$ cat config.mk
export PLATFORM = sky130hd
export DESIGN_NAME = modem_stat_reg
export DESIGN_NICKNAME = d
export VERILOG_FILES = /design/src/rtl/msr_pkg.sv /design/src/rtl/msr_rst_sync.sv /design/src/rtl/msr_src_sel.sv /design/src/rtl/msr_change_flag.sv /design/src/rtl/modem_stat_reg.sv
export SDC_FILE = /design/constraint.sdc
export NUM_CORES = 1
export LEC_CHECK = 0
export BUFFER_PORTS_ARGS = -buffer_cell sky130_fd_sc_hd__clkbuf_2
export CAP_MARGIN = 5
export CORE_AREA = 2 2 39 41
export DETAILED_ROUTE_END_ITERATION = 8
export DIE_AREA = 0 0 41 43
export GPL_ROUTABILITY_DRIVEN = 0
export HOLD_SLACK_MARGIN = 0.12
export MAX_ROUTING_LAYER = met4
export PLACE_DENSITY = 0.67
export SLEW_MARGIN = 5
export SYNTH_ARGS = -nofsm -noshare
export SYNTH_HDL_FRONTEND = slang
export SYNTH_HIERARCHICAL = 1
export SYNTH_SLANG_ARGS = --single-unit
$ cat constraint.sdc
create_clock -name clk -period 0.8 [get_ports clk]
set_input_delay 0.08 -clock clk [delete_from_list [all_inputs] [get_ports clk]]
set_output_delay 0.08 -clock clk [all_outputs]
set_load 0.05 [all_outputs]
$ cat src/rtl/msr_pkg.sv
package msr_pkg;
  localparam int NSIG    = 4;
  localparam int STAT_W  = 2 * NSIG;
  localparam int IDX_CTS = 0;
  localparam int IDX_DSR = 1;
  localparam int IDX_RI  = 2;
  localparam int IDX_DCD = 3;

  typedef enum logic {
    EDGE_ANY  = 1'b0,
    EDGE_RISE = 1'b1
  } edge_mode_e;
endpackage

$ cat src/rtl/msr_rst_sync.sv
module msr_rst_sync #(
  parameter int STAGES = 2
) (
  input  logic clk,
  input  logic rst_n,
  output logic rst_sync_n
);
  logic [STAGES-1:0] sync_q;
  logic [STAGES-1:0] sync_d;

  always_comb begin
    sync_d = {sync_q[STAGES-2:0], 1'b1};
  end

  always_ff @(posedge clk or negedge rst_n) begin
    if (!rst_n) sync_q <= '0;
    else        sync_q <= sync_d;
  end

  assign rst_sync_n = sync_q[STAGES-1];
endmodule

$ cat src/rtl/msr_src_sel.sv
module msr_src_sel #(
  parameter int W = 4
) (
  input  logic         lpbk_en,
  input  logic [W-1:0] pins_n,
  input  logic [W-1:0] ctl_bits,
  output logic [W-1:0] state_sel
);
  always_comb begin
    if (lpbk_en) state_sel = ctl_bits;
    else         state_sel = ~pins_n;
  end
endmodule

$ cat src/rtl/msr_change_flag.sv
module msr_change_flag
  import msr_pkg::*;
#(
  parameter edge_mode_e MODE = EDGE_ANY
) (
  input  logic clk,
  input  logic rst_n,
  input  logic cur,
  input  logic prev,
  input  logic clr,
  output logic flag
);
  logic hit;
  logic flag_q;
  logic flag_d;

  generate
    if (MODE == EDGE_RISE) begin : g_rise
      assign hit = cur & ~prev;
    end else begin : g_any
      assign hit = cur ^ prev;
    end
  endgenerate

  always_comb begin
    flag_d = (flag_q & ~clr) | hit;
  end

  always_ff @(posedge clk or negedge rst_n) begin
    if (!rst_n) flag_q <= 1'b0;
    else        flag_q <= flag_d;
  end

  assign flag = flag_q;
endmodule

$ cat src/rtl/modem_stat_reg.sv
module modem_stat_reg
  import msr_pkg::*;
#(
  parameter int RST_STAGES = 2
) (
  input  logic              clk,
  input  logic              rst_n,
  input  logic              line_cts_n,
  input  logic              line_dsr_n,
  input  logic              line_ri_n,
  input  logic              line_dcd_n,
  input  logic              lpbk_en,
  input  logic              ctl_rts,
  input  logic              ctl_dtr,
  input  logic              ctl_aux1,
  input  logic              ctl_aux2,
  input  logic              stat_rd,
  input  logic              irq_en,
  output logic [STAT_W-1:0] stat_q,
  output logic              irq
);
  logic            rst_int_n;
  logic [NSIG-1:0] pins_n;
  logic [NSIG-1:0] ctl_bits;
  logic [NSIG-1:0] state_sel;
  logic [NSIG-1:0] state_q;
  logic [NSIG-1:0] state_d;
  logic [NSIG-1:0] flags;

  msr_rst_sync #(.STAGES(RST_STAGES)) u_rst (
    .clk        (clk),
    .rst_n      (rst_n),
    .rst_sync_n (rst_int_n)
  );

  assign pins_n   = {line_dcd_n, line_ri_n, line_dsr_n, line_cts_n};
  assign ctl_bits = {ctl_aux2, ctl_aux1, ctl_dtr, ctl_rts};

  msr_src_sel #(.W(NSIG)) u_sel (
    .lpbk_en   (lpbk_en),
    .pins_n    (pins_n),
    .ctl_bits  (ctl_bits),
    .state_sel (state_sel)
  );

  always_comb begin
    state_d = state_sel;
  end

  always_ff @(posedge clk or negedge rst_int_n) begin
    if (!rst_int_n) state_q <= '0;
    else            state_q <= state_d;
  end

  generate
    for (genvar i = 0; i < NSIG; i++) begin : g_flag
      localparam edge_mode_e MODE_I = (i == IDX_RI) ? EDGE_RISE : EDGE_ANY;
      msr_change_flag #(.MODE(MODE_I)) u_flag (
        .clk   (clk),
        .rst_n (rst_int_n),
        .cur   (state_sel[i]),
        .prev  (state_q[i]),
        .clr   (stat_rd),
        .flag  (flags[i])
      );
    end
  endgenerate

  assign stat_q = {state_q, flags};
  assign irq    = irq_en & (|flags);
endmodule

**Yosys cells after proc, flatten, opt, wreduce, memory -nomap -nowiden**

Cells that the tools add are included.

- Output and inout port bits: 9
- Logic and storage cells: 24
- Flip-flop bits (word level): 10

- Bitwise operators: 16
- Reduce and logical (&&, ||, !) cells: 1
- Muxes and demuxes: 1

Operators with widths:

| operator | number |
|---|---|
| AND 1 bit | 6 |
| 2-to-1 mux 4 bit | 1 |
| NOT 4 bit | 1 |
| bitwise OR 1 bit | 4 |
| OR reduction 4 bit | 1 |
| XOR 1 bit | 3 |
| NOT 1 bit | 2 |

**Depth between registers and ports, before layout**

- Word-level depth: 4
- Gate-level depth with buffers: 4

**Hierarchy**

Netlist, hierarchy kept.

By module, submodules not included:

| module | times used | sequential area each (um^2) | area each (um^2) | cells each |
|---|---|---|---|---|
| msr_change_flag at g_flag[0].u_flag ... | 3 | 25.0 | 42.5 | 4 |
| modem_stat_reg | 1 | 100.1 | 111.4 | 5 |
| msr_rst_sync | 1 | 50.0 | 53.8 | 3 |
| msr_change_flag at g_flag[2].u_flag | 1 | 25.0 | 45.0 | 4 |
| msr_src_sel | 1 | 0.0 | 35.0 | 8 |

**Least setup slack after synthesis**

Ideal clock, no wire load.

- Path kind: flip-flop to output port
- From: register g_flag[1].u_flag.flag_q
- To: output port irq
- Required time: 720 ps
- Setup slack: -524 ps
- Arrival time: 1244 ps
- Stages on the path, launching flop included: 2
- Path through: dfrtp_1 > o41a_1

- Word-level cells in the longest chain between the ends: 2

Ends and longest elaborated chain:

| item | line | text |
|---|---|---|
| start: declaration | msr_change_flag.sv:14 | `logic flag_q;` |
| start signal: assignment | msr_change_flag.sv:31 | `else flag_q <= flag_d;` |
| OR reduction 4 bit | modem_stat_reg.sv:70 | `assign irq = irq_en & (\|flags);` |
| AND 1 bit | modem_stat_reg.sv:70 |  |
| end: declaration | modem_stat_reg.sv:20 | `output logic irq` |

No other way between the ends.

**Worst setup path after layout**

Same ends and word-level chain as after synthesis.

==> flow_summary.json <==
{
  "leakage_nw": 0.423,
  "fin_cells": 85,
  "seq_area_um2": 260,
  "setup.worst_path.end_class": "output port",
  "dpl.cell_count": 74,
  "cts.sink_count": 10,
  "clkPwrFrac_pct": 21.0,
  "intPower_mw": 1.14,
  "power_frac_seq_pct": 37.3,
  "synth.distinct_cells": 9,
  "ir_worst_vdd_uv": 901,
  "period_share_pct": 179,
  "drive_gt1_share_pct": 71.0,
  "holdWs_ns": 0.0464,
  "fin_util_pct": 61.6,
  "grt.busiest_layer": "met2",
  "io_buffer_count": 21,
  "worstPathMaxFanout": 2,
  "placed_area_um2": 556,
  "grt_pass1_wl_um": 1510,
  "grt_remaining_overflow": 0,
  "status": "finished, violations left",
  "routed_wl_um": 979,
  "grt_pass1_vias": 358,
  "nFillCells": 104,
  "drt_iter0_markers": 0,
  "multi_input_area_um2": 136,
  "finalPower_mw": 1.66,
  "die_w_um": 41,
  "cts_tree": "yes",
  "synth_nets": 45,
  "firstDrtPassIters": 1,
  "fin_ws_ns": -0.629,
  "dp.final_hpwl_um": 650,
  "grt_util_met1_pct": 14.7,
  "grtUsageTotal_pct": 13.8,
  "coreArea_um2": 1380,
  "clk_latency_ns": 0.26,
  "cts_root_buf": "clkbuf_4",
  "drv_cap": 0,
  "synth_area_um2": 373,
  "avgViaCountPerCell": 4.12,
  "rows": 14,
  "cp_slowest_stage_delay_ns": 0.50,
  "finalNetCount": 83,
  "ys_ff_latch": 10,
  "violations": "setup timing",
  "worstSetupPathType": "flip-flop to output port",
  "clockBufferDepth": 2,
  "fp.dieH_um": 43,
  "final.setup_skew_ns": 0.0126,
  "p_comb_share_pct": 41.7,
  "dieArea_um2": 1760,
  "antenna_found_initial": 0,
  "synth_warnings": 6,
  "postCtsHoldBufs": 2,
  "finalHoldViolations": 0,
  "yosysSeqAreaShare_pct": 67.1,
  "sw_frac_of_total_pct": 31.3,
  "p_sw_mw": 0.520,
  "clk_pin_slew_worst_paths_ns": 0.07,
  "diodes": 0,
  "min_period_ns": 1.43,
  "grt_util_met3_pct": 3.66,
  "crit_path_cell_trace": "o41a_4, clkbuf_16",
  "area_delta_synth_final_pct": 129,
  "postSynthCellCount": 32,
  "start_kind": "flip-flop",
  "numCtsBuffers": 3,
  "ant_nets": 0,
  "crit_arrival_ns": 1.35,
  "design_area_um2": 852,
  "rsz0062_at_grt": "yes",
  "vias": 350,
  "initial_core_util_pct": 26.9,
  "powerDensity_nw_per_um2": 1950,
  "r2r_slack_ns": -0.06,
  "hold_path.class": "input port to flip-flop",
  "slew_violations": 0,
  "slowest_stage": "o41a_4",
  "setup-violations-final": 13,
  "met2_usage_pct": 22.5,
  "htree_num_levels": 1,
  "io_pins": 22,
  "required_ns": 0.72,
  "avgRoutedWirePerCell_um": 11.5,
  "drcViolationCount": 0,
  "fmax_ghz": 0.700,
  "avgSynthCellArea_um2": 11.7,
  "grt_start_max_net_pins": 9
}
-- what timing repair did --
| action | in CTS | in global routing |
|---|---|---|
| resized for setup | 32 | 8 |
| setup endpoints to repair | 9 | 13 |
| pin swaps | 1 | 2 |
| buffers inserted | 4 | 2 |
| hold endpoints to repair | 9 | 1 |
-- cells in the mapped netlist --
library cell | n | share of area, %
conb_1 | 1 | 1.0
dfrtp_1 | 10 | 67
inv_1 | 5 | 5.0
nand2_1 | 4 | 4.0
o21ai_0 | 4 | 5.4
o21ai_1 | 3 | 4.0
o22ai_2 | 1 | 3.4
o41a_1 | 1 | 3.0
xnor2_1 | 3 | 7.0
-- power groups by stage --
stage                     combinational, mW  sequential (mW)  clock, mW
final                                 0.693            0.619      0.348
after detailed placement              0.402            0.616          0
after global routing                  0.729            0.626      0.391
after global placement                0.395            0.612          0
after floorplan                      0.0835            0.783          0
after CTS                             0.656            0.616      0.364
-- worst max-delay path: cells and delay by family (launching register included) --
kind                   cells  cell delay (ns)
flip-flops                 1             0.41
buffers and inverters      1             0.18
AO/OA/AOI/OAI              1             0.50
-- path summary, 6_finish.rpt --
path,start,to,cells after the start
hold / removal,line_ri_n,state_q[2],2
max in group asynchronous,u_rst/sync_q[1],state_q[2],0
setup reg to reg,g_flag[2].u_flag/flag,g_flag[2].u_flag/flag,4
hold reg to reg,u_rst/sync_q[1],state_q[3],0
min in group asynchronous,u_rst/sync_q[1],state_q[3],0
setup / recovery,g_flag[1].u_flag/flag,irq,2
-- sequential cells by signal (all words and copies together) (netlist names) --
| name | count |
|---|---|
| u_rst/sync_q | 2 |
| state_q | 4 |
| g_flag.u_flag/flag | 4 |
-- through the flow --
stage	setup WS, ns	setup TNS, ns
CTS	-0.620	-2.56
finish	-0.629	-2.52
detailed placement	-0.381	-0.730
global route	-0.664	-2.86
floorplan	-0.393	-0.529
global placement	-0.374	-0.599
-- cell usage in the layout (no fill, tap or decap), drive strengths merged --
cell	n
xnor2	3
nand2	4
o22ai	1
dfrtp	10
buf	12
inv	5
conb	1
clkbuf	23
o21ai	7
dlygate4sd3	2
o41a	1
-- final cells by class --
class / instances / area share, %
Clock buffer: 4 / 3.08
Timing Repair Buffer: 33 / 45.8
Sequential cell: 10 / 30.5
Inverter: 5 / 2.20
Multi-Input combinational cell: 17 / 16.0
Tap cell: 16 / 2.35
-- cells by family (layout without fill, tap and decap cells) --
logic type                Yosys count  count (layout)  share of synthesized area (%)
and+or+nand+nor                     4               4                           4.03
other                               1               1                           1.01
xor gates and xnor gates            3               3                           7.05
AOI/OAI and AO/OA                   9               9                           15.8
DFF                                10              10                           67.1
buffers and inverters               5              42                           5.03
-- routing by layer --
layer,part of all wire (%),vias to the layer above
met3,7.3,0
met5,0,-
li1,-,175
met4,0,0
met2,55,18
met1,38,157
No activity file was read; power rests on OpenSTA's default activity.
